==> src/rtl/serial_mem_pkg.sv <==
package serial_mem_pkg;

    localparam int BYTE_W  = 8;
    localparam int BITCT_W = 4;

    typedef enum logic [2:0] {
        ST_IDLE,
        ST_CMD,
        ST_ADDR,
        ST_WDATA,
        ST_RDATA
    } sm_state_e;

endpackage

==> src/rtl/serial_mem_bus_events.sv <==
module serial_mem_bus_events (
    input  logic clk,
    input  logic rst_n,
    input  logic scl_i,
    input  logic sda_i,
    output logic scl_rise_o,
    output logic scl_fall_o,
    output logic start_o,
    output logic stop_o
);

    typedef struct packed {
        logic scl;
        logic sda;
    } ev_regs_t;

    ev_regs_t ev_d, ev_q;

    always_comb begin
        ev_d     = ev_q;
        ev_d.scl = scl_i;
        ev_d.sda = sda_i;
    end

    always_ff @(posedge clk or negedge rst_n) begin
        if (!rst_n) begin
            ev_q <= '{scl: 1'b1, sda: 1'b1};
        end else begin
            ev_q <= ev_d;
        end
    end

    // START and STOP need SCL high in both samples.
    assign scl_rise_o = scl_i & ~ev_q.scl;
    assign scl_fall_o = ~scl_i & ev_q.scl;
    assign start_o    = scl_i & ev_q.scl & ev_q.sda & ~sda_i;
    assign stop_o     = scl_i & ev_q.scl & ~ev_q.sda & sda_i;

endmodule

==> src/rtl/serial_mem_addr_ctr.sv <==
module serial_mem_addr_ctr #(
    parameter int ADDR_W = 9,
    parameter int PAGE_W = 4
) (
    input  logic              clk,
    input  logic              rst_n,
    input  logic              set_hi_i,
    input  logic              hi_bit_i,
    input  logic              set_lo_i,
    input  logic [ADDR_W-2:0] lo_i,
    input  logic              inc_lin_i,
    input  logic              inc_page_i,
    output logic [ADDR_W-1:0] addr_o
);

    localparam int HI_W = ADDR_W - PAGE_W;

    logic [ADDR_W-1:0] addr_d, addr_q;
    logic [PAGE_W-1:0] page_off;

    always_comb begin
        addr_d   = addr_q;
        page_off = addr_q[PAGE_W-1:0] + 1'b1;
        if (set_hi_i) begin
            addr_d[ADDR_W-1] = hi_bit_i;
        end else if (set_lo_i) begin
            addr_d[ADDR_W-2:0] = lo_i;
        end else if (inc_lin_i) begin
            addr_d = addr_q + 1'b1;
        end else if (inc_page_i) begin
            addr_d = {addr_q[ADDR_W-1:PAGE_W], page_off};
        end
    end

    always_ff @(posedge clk or negedge rst_n) begin
        if (!rst_n) begin
            addr_q <= '0;
        end else begin
            addr_q <= addr_d;
        end
    end

    assign addr_o = addr_q;

    // a read step moves the whole counter by one and wraps at the top
    a_r10_linear_step: assert property (@(posedge clk) disable iff (!rst_n)
        (inc_lin_i && !set_hi_i && !set_lo_i) |=> addr_o == ADDR_W'($past(addr_o) + 1'b1));

    // a write step leaves the page bits untouched
    a_r5_page_hold: assert property (@(posedge clk) disable iff (!rst_n)
        (inc_page_i && !inc_lin_i && !set_hi_i && !set_lo_i)
        |=> addr_o[ADDR_W-1:PAGE_W] == HI_W'($past(addr_o[ADDR_W-1:PAGE_W])));

endmodule

==> src/rtl/serial_mem_slave.sv <==
module serial_mem_slave
    import serial_mem_pkg::*;
#(
    parameter int         ADDR_W  = 9,
    parameter int         PAGE_W  = 4,
    parameter logic [3:0] DEV_TAG = 4'b1010
) (
    input  logic              clk,
    input  logic              rst_n,
    input  logic              scl_i,
    input  logic              sda_i,
    output logic              sda_oe_o,
    input  logic              prog_busy_i,
    output logic              rd_en_o,
    output logic [ADDR_W-1:0] rd_addr_o,
    input  logic [7:0]        rd_data_i,
    output logic              wr_req_o,
    output logic [ADDR_W-1:0] wr_addr_o,
    output logic [7:0]        wr_data_o,
    output logic              wr_commit_o
);

    localparam int LO_W = ADDR_W - 1;
    localparam logic [BITCT_W-1:0] ACK_SLOT = BITCT_W'(BYTE_W);
    localparam logic [BITCT_W-1:0] ACK_DONE = BITCT_W'(BYTE_W + 1);

    typedef struct packed {
        sm_state_e          st;
        logic [BITCT_W-1:0] bitcnt;
        logic [7:0]         rx;
        logic [7:0]         tx;
        logic               oe;
        logic               mack;
        logic               wr_any;
        logic               rd_wait;
        logic               rd_en;
        logic [ADDR_W-1:0]  rd_addr;
        logic               wr_req;
        logic [ADDR_W-1:0]  wr_addr;
        logic [7:0]         wr_data;
        logic               commit;
    } sm_regs_t;

    sm_regs_t sm_d, sm_q;

    logic ev_rise, ev_fall, ev_start, ev_stop;
    logic set_hi, hi_bit, set_lo, inc_lin, inc_page;
    logic [LO_W-1:0]   lo_val;
    logic [ADDR_W-1:0] addr;

    serial_mem_bus_events u_events (
        .clk        (clk),
        .rst_n      (rst_n),
        .scl_i      (scl_i),
        .sda_i      (sda_i),
        .scl_rise_o (ev_rise),
        .scl_fall_o (ev_fall),
        .start_o    (ev_start),
        .stop_o     (ev_stop)
    );

    serial_mem_addr_ctr #(
        .ADDR_W (ADDR_W),
        .PAGE_W (PAGE_W)
    ) u_addr (
        .clk        (clk),
        .rst_n      (rst_n),
        .set_hi_i   (set_hi),
        .hi_bit_i   (hi_bit),
        .set_lo_i   (set_lo),
        .lo_i       (lo_val),
        .inc_lin_i  (inc_lin),
        .inc_page_i (inc_page),
        .addr_o     (addr)
    );

    always_comb begin
        sm_d         = sm_q;
        sm_d.rd_en   = 1'b0;
        sm_d.wr_req  = 1'b0;
        sm_d.commit  = 1'b0;
        sm_d.rd_wait = sm_q.rd_en;
        set_hi   = 1'b0;
        hi_bit   = 1'b0;
        set_lo   = 1'b0;
        lo_val   = LO_W'(sm_q.rx);
        inc_lin  = 1'b0;
        inc_page = 1'b0;

        // array data arrives one cycle after the strobe
        if (sm_q.rd_wait) begin
            sm_d.tx = rd_data_i;
        end

        if (ev_start) begin
            sm_d.st     = ST_CMD;
            sm_d.bitcnt = '0;
            sm_d.oe     = 1'b0;
            sm_d.wr_any = 1'b0;
        end else if (ev_stop) begin
            sm_d.commit = (sm_q.st == ST_WDATA) && sm_q.wr_any;
            sm_d.st     = ST_IDLE;
            sm_d.oe     = 1'b0;
            sm_d.wr_any = 1'b0;
        end else if (sm_q.st != ST_IDLE) begin
            if (ev_rise) begin
                if (sm_q.bitcnt < ACK_SLOT) begin
                    sm_d.rx     = {sm_q.rx[6:0], sda_i};
                    sm_d.bitcnt = sm_q.bitcnt + 1'b1;
                end else if (sm_q.bitcnt == ACK_SLOT) begin
                    sm_d.bitcnt = ACK_DONE;
                    // master acknowledge after a transmitted byte
                    if (sm_q.st == ST_RDATA && !sm_q.oe) begin
                        sm_d.mack = ~sda_i;
                        if (!sda_i) begin
                            sm_d.rd_en   = 1'b1;
                            sm_d.rd_addr = addr;
                            inc_lin      = 1'b1;
                        end
                    end
                end
            end else if (ev_fall) begin
                if (sm_q.bitcnt == ACK_SLOT) begin
                    unique case (sm_q.st)
                        ST_CMD: begin
                            if (sm_q.rx[7:4] == DEV_TAG && !prog_busy_i) begin
                                sm_d.oe = 1'b1;
                                if (sm_q.rx[0]) begin
                                    sm_d.st      = ST_RDATA;
                                    sm_d.rd_en   = 1'b1;
                                    sm_d.rd_addr = addr;
                                    inc_lin      = 1'b1;
                                end else begin
                                    sm_d.st = ST_ADDR;
                                    set_hi  = 1'b1;
                                    hi_bit  = sm_q.rx[1];
                                end
                            end else begin
                                sm_d.st = ST_IDLE;
                            end
                        end
                        ST_ADDR: begin
                            sm_d.oe = 1'b1;
                            set_lo  = 1'b1;
                            sm_d.st = ST_WDATA;
                        end
                        ST_WDATA: begin
                            sm_d.oe      = 1'b1;
                            sm_d.wr_req  = 1'b1;
                            sm_d.wr_addr = addr;
                            sm_d.wr_data = sm_q.rx;
                            sm_d.wr_any  = 1'b1;
                            inc_page     = 1'b1;
                        end
                        ST_RDATA: begin
                            sm_d.oe = 1'b0;
                        end
                        default: begin
                            sm_d.oe = 1'b0;
                        end
                    endcase
                end else if (sm_q.bitcnt == ACK_DONE) begin
                    sm_d.bitcnt = '0;
                    if (sm_q.st == ST_RDATA) begin
                        if (sm_q.oe || sm_q.mack) begin
                            sm_d.oe = ~sm_q.tx[7];
                        end else begin
                            sm_d.st = ST_IDLE;
                            sm_d.oe = 1'b0;
                        end
                    end else begin
                        sm_d.oe = 1'b0;
                    end
                end else if (sm_q.bitcnt != '0 && sm_q.st == ST_RDATA) begin
                    sm_d.oe = ~sm_q.tx[3'd7 - sm_q.bitcnt[2:0]];
                end
            end
        end
    end

    always_ff @(posedge clk or negedge rst_n) begin
        if (!rst_n) begin
            sm_q    <= '0;
            sm_q.st <= ST_IDLE;
        end else begin
            sm_q <= sm_d;
        end
    end

    assign sda_oe_o    = sm_q.oe;
    assign rd_en_o     = sm_q.rd_en;
    assign rd_addr_o   = sm_q.rd_addr;
    assign wr_req_o    = sm_q.wr_req;
    assign wr_addr_o   = sm_q.wr_addr;
    assign wr_data_o   = sm_q.wr_data;
    assign wr_commit_o = sm_q.commit;

    // an idle engine never holds the line
    a_r11_idle_quiet: assert property (@(posedge clk) disable iff (!rst_n)
        (sm_q.st == ST_IDLE) |-> !sda_oe_o);

    // the pull-down only moves while the clock is low
    a_r7_move_on_low: assert property (@(posedge clk) disable iff (!rst_n)
        (sda_oe_o != $past(sda_oe_o)) |-> !scl_i);

    // no acknowledge of a command during programming
    a_r3_busy_no_ack: assert property (@(posedge clk) disable iff (!rst_n)
        (prog_busy_i && ev_fall && !ev_start && !ev_stop && sm_q.st == ST_CMD && sm_q.bitcnt == ACK_SLOT)
        |=> !sda_oe_o && sm_q.st == ST_IDLE);

    // a foreign device tag leaves the bus alone
    a_r2_tag_reject: assert property (@(posedge clk) disable iff (!rst_n)
        (ev_fall && !ev_start && !ev_stop && sm_q.st == ST_CMD && sm_q.bitcnt == ACK_SLOT && sm_q.rx[7:4] != DEV_TAG)
        |=> !sda_oe_o);

    // write requests only come out of the data phase
    a_r4_req_in_data: assert property (@(posedge clk) disable iff (!rst_n)
        wr_req_o |-> sm_q.st == ST_WDATA);

    // a commit is a single pulse
    a_r6_commit_pulse: assert property (@(posedge clk) disable iff (!rst_n)
        wr_commit_o |=> !wr_commit_o);

endmodule

==> config.mk <==
export PLATFORM = sky130hd
export DESIGN_NAME = serial_mem_slave
export DESIGN_NICKNAME = d
export VERILOG_FILES = /design/src/rtl/serial_mem_pkg.sv /design/src/rtl/serial_mem_bus_events.sv /design/src/rtl/serial_mem_addr_ctr.sv /design/src/rtl/serial_mem_slave.sv
export SDC_FILE = /design/constraint.sdc
export NUM_CORES = 1
export LEC_CHECK = 0
export BUFFER_PORTS_ARGS = -buffer_cell sky130_fd_sc_hd__buf_2
export CAP_MARGIN = 20
export CORE_UTILIZATION = 34
export CTS_CLUSTER_SIZE = 8
export DETAILED_ROUTE_END_ITERATION = 16
export HOLD_SLACK_MARGIN = 0.03
export PLACE_DENSITY_LB_ADDON = 0.3
export SETUP_SLACK_MARGIN = 0.5
export SYNTH_ARGS = -nofsm -noshare
export SYNTH_HDL_FRONTEND = slang
export SYNTH_SLANG_ARGS = --single-unit
export TNS_END_PERCENT = 20
==> constraint.sdc <==
create_clock -name clk -period 2.7 [get_ports clk]
set_input_delay 0 -clock clk [delete_from_list [all_inputs] [get_ports clk]]
set_output_delay 0 -clock clk [all_outputs]
set_load 0.05 [all_outputs]
==> results.rst, run 1 <==
.. list-table::
   :header-rows: 1

   * - Metric
     - Value
   * - Clk slew on worst S/H paths
     - 0.08 ns
   * - Number of optimization iterations in the first detailed-route pass
     - 4
   * - Arrival time worst endpoint
     - 2.46 ns
   * - Routability-driven placement congestion ratio
     - 0.866
   * - Ports
     - 43
   * - # setup viols final
     - 0
   * - Via Count
     - 2,394
   * - Post-DRT Antenna Nets
     - 0
   * - Global-route wire length before repair
     - 11,900 µm
   * - Maximum net fanout on the critical path
     - 11
   * - Number of global-route vias before repair
     - 2,350
   * - Setup Slack @ Placement
     - 0.361 ns
   * - Number of storage elements in the synthesis netlist
     - 67
   * - Post-synth cell types
     - 49
   * - Capturing element type of the critical path
     - register
   * - H-tree depth reported by CTS
     - 3
   * - Top cell type by total area after synthesis
     - sky130_fd_sc_hd__dfrtp_1
   * - Placeable core area
     - 9860 µm²
   * - Setup Crit Path Kind
     - register to register
   * - Mean cell area of the mapped netlist
     - 11.1 µm²
   * - Finished Cell Area
     - 4060 µm²
   * - Clock period minus worst slack
     - 2.23 ns
   * - Top-area cell type share of the netlist area
     - 46.7%
   * - Netlist area before placement
     - 3480 µm²
   * - Max capacitance violation total
     - 0
   * - DRT iter0 DRCs
     - 219
   * - Number of buffers inserted during clock tree synthesis
     - 9
   * - Count of standard-cell rows
     - 36
   * - Bufs on Longest Clock Path
     - 2
   * - RSZ-0062 raised after global routing
     - true
   * - DRC viols
     - 0
   * - Maximum achievable frequency
     - 448 MHz
   * - Die Y-Extent
     - 103 µm
   * - Power density over the cells
     - 518 nW/µm²
   * - CTS root buf
     - sky130_fd_sc_hd__clkbuf_8
   * - Share of the clock period used by the worst path
     - 82.7%
   * - Number of antenna violations at the first check in global routing
     - 0
   * - Cell leakage power
     - 1.97 nW
   * - Rel. slew slack
     - 40.7%
   * - CTS tree
     - built
   * - Vias per cell
     - 4.87
   * - Minimum setup slack in the final design
     - 0.466 ns
   * - Setup clock skew after layout
     - 0.0128 ns
   * - Crit path required time
     - 2.93 ns
   * - Most frequent cell after synthesis
     - sky130_fd_sc_hd__dfrtp_1
   * - Most area-consuming cells after synthesis
     - sky130_fd_sc_hd__dfrtp_1 47%, sky130_fd_sc_hd__mux2_2 12%, sky130_fd_sc_hd__buf_4 5.6%
   * - Initial core utilization
     - 35.3%
   * - Sum Neg Setup Slack
     - 0 ns
   * - Post-synth top flop
     - sky130_fd_sc_hd__dfrtp_1
   * - Global-route usage over all layers
     - 14.9%
   * - Number of diodes
     - 0
   * - Fraction of registers with async set/reset
     - 100%
   * - Final-stage net count
     - 374
   * - Share of the yosys chip area belonging to registers
     - 48.2%
   * - Die Span X
     - 103 µm
   * - Syn_nets
     - 333
   * - Hold violation count in the final report
     - 0
   * - Total chip power
     - 0.00210 W
   * - Worst-Skew Late Latency
     - 0.34 ns
   * - Max Slew Vio Count
     - 0
   * - Class of the tightest hold or removal check
     - input port to register
   * - HPWL reported at the end of detailed placement
     - 5110 µm
   * - Worst setup SP type
     - register
   * - Worst-case reg-to-reg path depth
     - 4
   * - Floorplan die area
     - 10,700 µm²
   * - Area occupied by multi-input gates
     - 1540 µm²
   * - List of most frequent post-synthesis cells
     - 65 x sky130_fd_sc_hd__dfrtp_1, 36 x sky130_fd_sc_hd__mux2_2, 28 x sky130_fd_sc_hd__nand2_1, 26 x sky130_fd_sc_hd__buf_4, 18 x sky130_fd_sc_hd__o21ai_0
   * - Worst hold path cell count
     - 5
   * - Warnings from Yosys
     - 0
   * - Fill cell instance count of the final layout
     - 929
   * - Maximum number of pins on one net before global-route repair
     - 39
   * - Total routed wirelength
     - 7270 µm
   * - Number of enable-type register cells in the synthesized netlist
     - 0
   * - Number of port buffers
     - 42
   * - Area grow syn2layout
     - 16.5%
   * - Share of layout cells above drive strength 1
     - 36.5%
   * - Instance area at placement
     - 3680 µm²
   * - Slew at the pin closest to its max-slew limit
     - 0.890 ns
   * - Post-DR wirelength/cell
     - 14.8 µm
   * - Sinks on Clock Net
     - 67
   * - Outcome
     - finished, final reports clean
   * - Cells after Synth
     - 313
   * - Leftover overflow at the end of global routing
     - 0
   * - IR drop worst, VDD
     - 0.272 mV
   * - Area taken by flip-flops and latches
     - 1680 µm²
-- final timing paths --
check | start | slack, ns | endpoint
worst max-delay path | sm_q[49]$_DFFE_PN0P_ | 0.47 | rd_addr_o[8]$_DFFE_PN0P_
max in group asynchronous | rst_n | 1.59 | u_events.ev_q[1]$_DFF_PN1_
worst min register to register | rd_en_o$_DFF_PN0_ | 0.39 | sm_q[29]$_DFF_PN0_
worst min-delay path | prog_busy_i | 0.27 | rd_en_o$_DFF_PN0_
min in group asynchronous | rst_n | 0.32 | wr_commit_o$_DFF_PN0_
worst max register to register | sm_q[49]$_DFFE_PN0P_ | 0.47 | rd_addr_o[8]$_DFFE_PN0P_
-- registers in the layout, summed over array words and instances, names as in the netlist --
signal,flops
lo_val,8
rd_addr_o,9
rd_en_o,1
sda_oe_o,1
sm_q,18
u_addr.addr_o,9
u_events.ev_q,2
wr_addr_o,9
wr_commit_o,1
wr_data_o,8
wr_req_o,1
-- where the power goes --
group	switching, W	leakage (nW)	internal [W]
Clock	0.000392	0.0926	0.000451
Sequential	0.0000487	0.918	0.00103
Combinational	0.000102	0.956	0.0000743
-- logic make-up after synthesis --
family                   after synthesis  share of synthesized area [%]
AO/OA/AOI/OAI                         47                           9.38
XOR/XNOR                               7                           1.76
adder cells (fa/ha/maj)                7                           2.52
buffers and inverters                 50                           8.44
flip-flops                            67                           48.2
multiplexers                          45                           15.8
AND/OR/NAND/NOR                       90                           13.9
-- per-stage QoR --
step	util (%)	cells	hold WS, ns
floorplan	-	313	-0.296
global placement	37.3	460	0.146
detailed placement	37.3	460	0.142
CTS	40.9	490	0.274
global route	41.1	492	0.303
finish	41.1	492	0.271
-- layer usage --
layer | part of all wire [%] | routed length [µm] | track usage (%)
met1 | 50 | 3640 | 20.8
met3 | 3.7 | 268 | 3.29
met2 | 44 | 3230 | 22.3
met4 | 1.8 | 128 | 6.28
met5 | 0 | 0 | 0
-- cell usage in the layout (no fill, tap or decap), drive strengths merged, types with 3 or more instances in the layout --
master,netlist,layout
clkbuf,8,12
mux2,42,42
dlygate4sd3,0,11
xor2,4,4
a22oi,3,3
nand2,28,28
ha,7,7
nor2,16,16
nor3b,3,3
a31oi,4,4
dfrtp,65,65
buf,29,56
nand2b,4,4
nand4,7,7
nand3,5,5
inv,13,13
nor3,6,6
xnor2,3,3
a21oi,10,10
o21ai,18,18
nor2b,5,5
and2,4,4
-- worst max-delay path, stage by stage, from the launching register on --
cell and delay [ns]:
sky130_fd_sc_hd__dfrtp_1 0.50, sky130_fd_sc_hd__nor4b_4 0.42, sky130_fd_sc_hd__o211ai_4 0.20, sky130_fd_sc_hd__or4_4 0.65, sky130_fd_sc_hd__mux2_4 0.34
-- timing repair --
action	CTS	global route
hold buffers	11	0
pin swaps	2	0
cloned	0	0
gates resized for setup	8	2
setup endpoints to repair	24	30
setup buffers	3	2
endpoints found under the hold margin	48	0
-- cell type report --
type,instances,share of cell area [%]
clock buffer,12,3.58
clock inverter,4,1.23
inverter,13,1.20
multi-input combinational,196,37.9
sequential,67,41.5
tap,133,4.10
timing repair buffer,67,10.5
No activity file was read; power rests on OpenSTA's default activity.
==> run 2: changes to the inputs <==
clock period = 2.13 ns   (was 2.7 ns; I/O delays follow)
==> results.rst, run 2 (synthesis gave the netlist of run 1 again) <==
.. list-table::
   :header-rows: 1

   * - Metric
     - Value
   * - Outcome
     - finished, final reports clean (unchanged)
   * - Setup Slack @ Placement
     - 0.00663 ns (was 0.361 ns)
   * - HPWL reported at the end of detailed placement
     - 5260 µm (was 5110 µm)
   * - Setup Crit Path Kind
     - register to register (unchanged)
   * - Die Span X
     - 103 µm (unchanged)
   * - Final-stage net count
     - 395 (was 374)
   * - Floorplan die area
     - 10,700 µm² (unchanged)
   * - Worst hold path cell count
     - 3 (was 5)
   * - Placeable core area
     - 9860 µm² (unchanged)
   * - IR drop worst, VDD
     - 0.287 mV (was 0.272 mV)
   * - Total routed wirelength
     - 7760 µm (was 7270 µm)
   * - Die Y-Extent
     - 103 µm (unchanged)
   * - Critical path buffer and inverter count
     - 0 (unchanged)
   * - CTS root buf
     - sky130_fd_sc_hd__clkbuf_8 (unchanged)
   * - Fill cell instance count of the final layout
     - 929 (unchanged)
   * - Maximum achievable frequency
     - 474 MHz (was 448 MHz)
   * - Maximum number of pins on one net before global-route repair
     - 68 (was 39)
   * - Most common cell after layout, fill and taps aside
     - sky130_fd_sc_hd__dfrtp_1 (unchanged)
   * - Crit-path leading delay family
     - simple AND/OR/NAND/NOR gates (unchanged)
   * - Max capacitance violation total
     - 0 (unchanged)
   * - Number of buffers inserted during clock tree synthesis
     - 9 (unchanged)
   * - Vias per cell
     - 4.94 (was 4.87)
   * - Bufs on Longest Clock Path
     - 2 (unchanged)
   * - Number of port buffers
     - 42 (unchanged)
   * - CTS tree
     - built (unchanged)
   * - RSZ-0062 raised after global routing
     - true (unchanged)
   * - Global-route wire length before repair
     - 12,600 µm (was 11,900 µm)
   * - DRT iter0 DRCs
     - 248 (was 219)
   * - Sinks on Clock Net
     - 67 (unchanged)
   * - Register name with the most flops
     - sm_q (unchanged)
   * - Non-filler instance count after layout
     - 513 (was 492)
   * - Total chip power
     - 0.00278 W (was 0.00210 W)
   * - Setup clock skew after layout
     - 0.0112 ns (was 0.0128 ns)
   * - Maximum net fanout on the critical path
     - 6 (was 11)
   * - Worst-case reg-to-reg path depth
     - 6 (was 4)
   * - Leftover overflow at the end of global routing
     - 0 (unchanged)
   * - Max FFs per register
     - 18 (unchanged)
   * - Minimum setup slack in the final design
     - 0.0207 ns (was 0.466 ns)
   * - Finished Cell Area
     - 4340 µm² (was 4060 µm²)
   * - Arrival time worst endpoint
     - 2.34 ns (was 2.46 ns)
   * - Number of global-route vias before repair
     - 2,484 (was 2,350)
   * - Capturing element type of the critical path
     - register (unchanged)
   * - Worst r2r dst
     - u_addr.addr_o[8]$_DFFE_PN0P_ (was rd_addr_o[8]$_DFFE_PN0P_)
   * - Crit path required time
     - 2.36 ns (was 2.93 ns)
   * - Share of layout cells above drive strength 1
     - 42.6% (was 36.5%)
   * - Number of optimization iterations in the first detailed-route pass
     - 4 (unchanged)
   * - Highest-count cells in the layout ignoring fill and taps
     - 63 x sky130_fd_sc_hd__dfrtp_1, 42 x sky130_fd_sc_hd__buf_2, 29 x sky130_fd_sc_hd__buf_4, 28 x sky130_fd_sc_hd__mux2_2, 25 x sky130_fd_sc_hd__nand2_1 (was 62 x sky130_fd_sc_hd__dfrtp_1, 42 x sky130_fd_sc_hd__buf_2, 36 x sky130_fd_sc_hd__mux2_2, 28 x sky130_fd_sc_hd__nand2_1, 17 x sky130_fd_sc_hd__o21ai_0)
   * - Ports
     - 43 (unchanged)
   * - Launching element of the worst setup path
     - sm_q[55]$_DFFE_PN0P_ (was sm_q[49]$_DFFE_PN0P_)
   * - Post-DR wirelength/cell
     - 15.1 µm (was 14.8 µm)
   * - Global-route usage over all layers
     - 15.9% (was 14.9%)
   * - Stage delay of the slowest cell on the critical path
     - 0.40 ns (was 0.65 ns)
   * - Worst reg2reg setup slack
     - 0.02 ns (was 0.47 ns)
   * - Number of antenna violations at the first check in global routing
     - 0 (unchanged)
   * - Startpoint of the lowest-slack register-to-register path
     - sm_q[55]$_DFFE_PN0P_ (was sm_q[49]$_DFFE_PN0P_)
   * - Routability-driven placement congestion ratio
     - 0.873 (was 0.866)
   * - Post-DRT Antenna Nets
     - 0 (unchanged)
   * - Max Slew Vio Count
     - 0 (unchanged)
   * - Tightest hold margin
     - 0.0847 ns (was 0.271 ns)
   * - Count of standard-cell rows
     - 36 (unchanged)
   * - Number of instances in the placed design
     - 478 (was 460)
   * - Worst-path cell chain
     - or3b_4, or3_4, a21o_4, a2111oi_4, xor2_1, mux2_2 (was nor4b_4, o211ai_4, or4_4, mux2_4)
   * - Worst setup SP type
     - register (unchanged)
   * - Area grow syn2layout
     - 24.7% (was 16.5%)
   * - Hold worst-path end
     - sm_q[31]$_DFFE_PN0P_ (was rd_en_o$_DFF_PN0_)
   * - Initial core utilization
     - 35.3% (unchanged)
   * - Worst path slowest cell
     - sky130_fd_sc_hd__or3b_4 (was sky130_fd_sc_hd__or4_4)
   * - H-tree depth reported by CTS
     - 3 (unchanged)
   * - Worst-Skew Late Latency
     - 0.35 ns (was 0.34 ns)
   * - Power density over the cells
     - 641 nW/µm² (was 518 nW/µm²)
   * - Min-delay src
     - sda_i (was prog_busy_i)
   * - Via Count
     - 2,536 (was 2,394)
   * - Share of the clock period used by the worst path
     - 99.0% (was 82.7%)
   * - Hold violation count in the final report
     - 0 (unchanged)
   * - Class of the tightest hold or removal check
     - input port to register (unchanged)
   * - Rel. slew slack
     - 75.3% (was 40.7%)
   * - Slew at the pin closest to its max-slew limit
     - 0.369 ns (was 0.890 ns)
   * - # setup viols final
     - 0 (unchanged)
   * - Clk slew on worst S/H paths
     - 0.08 ns (about the same)
   * - Instance area at placement
     - 3870 µm² (was 3680 µm²)
   * - DRC viols
     - 0 (unchanged)
   * - Number of diodes
     - 0 (unchanged)
   * - Clock period minus worst slack
     - 2.11 ns (was 2.23 ns)
   * - Cell leakage power
     - 2.13 nW (was 1.97 nW)
run 2: changes by cell type in the layout (fill, tap and decap cells not counted), moves of 5 or more:
cell,previous run,this run
sky130_fd_sc_hd__buf_6,0,5
sky130_fd_sc_hd__mux2_2,36,28
sky130_fd_sc_hd__mux2_4,6,14
sky130_fd_sc_hd__o21ai_0,17,11
sky130_fd_sc_hd__buf_4,14,29
sky130_fd_sc_hd__o21ai_1,1,6
run 2: layer usage:
metal  vias to the layer above  wire, µm  track usage (%)  share of wire (%)
met2                        79      3500             23.8                 45
met3                        11       393             3.63                5.1
met1                      1231      3720             22.1                 48
li1                       1215         -                -                  -
met4                         0       144             6.61                1.9
met5                         -         0                0                  0
run 2: worst max-delay path by stage:
stage,slack (ns),cells after the start,endpoint
detailed placement,0.007,8,u_addr.addr_o[3]$_DFFE_PN0P_
floorplan,0.02,5,rd_addr_o[1]$_DFFE_PN0P_
CTS,0.04,6,rd_addr_o[1]$_DFFE_PN0P_
global route,-0.07,8,u_addr.addr_o[8]$_DFFE_PN0P_
global placement,0.05,8,u_addr.addr_o[3]$_DFFE_PN0P_
finish,0.02,6,u_addr.addr_o[8]$_DFFE_PN0P_
run 2: layout make-up:
class | count | area, µm² | area share [%]
tap | 133 | 166 | 3.83
inverter | 13 | 48.8 | 1.12
clock inverter | 6 | 71.3 | 1.64
sequential | 67 | 1680 | 38.7
multi-input combinational | 196 | 1620 | 37.3
clock buffer | 10 | 138 | 3.17
timing repair buffer | 88 | 614 | 14.1
run 2: power breakdown:
part	leakage (nW)	internal, W	switching [W]	total (W)
combinational	1.11	0.000141	0.000170	0.000311
sequential	0.920	0.00131	0.0000397	0.00135
clock	0.0995	0.000583	0.000541	0.00112
run 2: what timing repair did:
item                       in CTS  in global routing
pin swaps                       3                 14
hold endpoints to repair       79                  0
gates cloned                    0                  0
resized for setup               2                 28
setup endpoints to repair      52                 54
buffers inserted                3                  5
hold buffers                   11                  0
run 2: through the flow:
stage	utilization, %	setup TNS (ns)
6_report	44.0	0
3_5_place_dp	39.2	0
5_1_grt	44.0	-0.375
4_1_cts	42.8	0
2_1_floorplan	-	0
3_3_place_gp	39.2	0
run 2: tightest hold or removal path, delay by kind of cell:
kind,cells,cell delay [ns]
buf+inv,2,0.25
mux,1,0.14
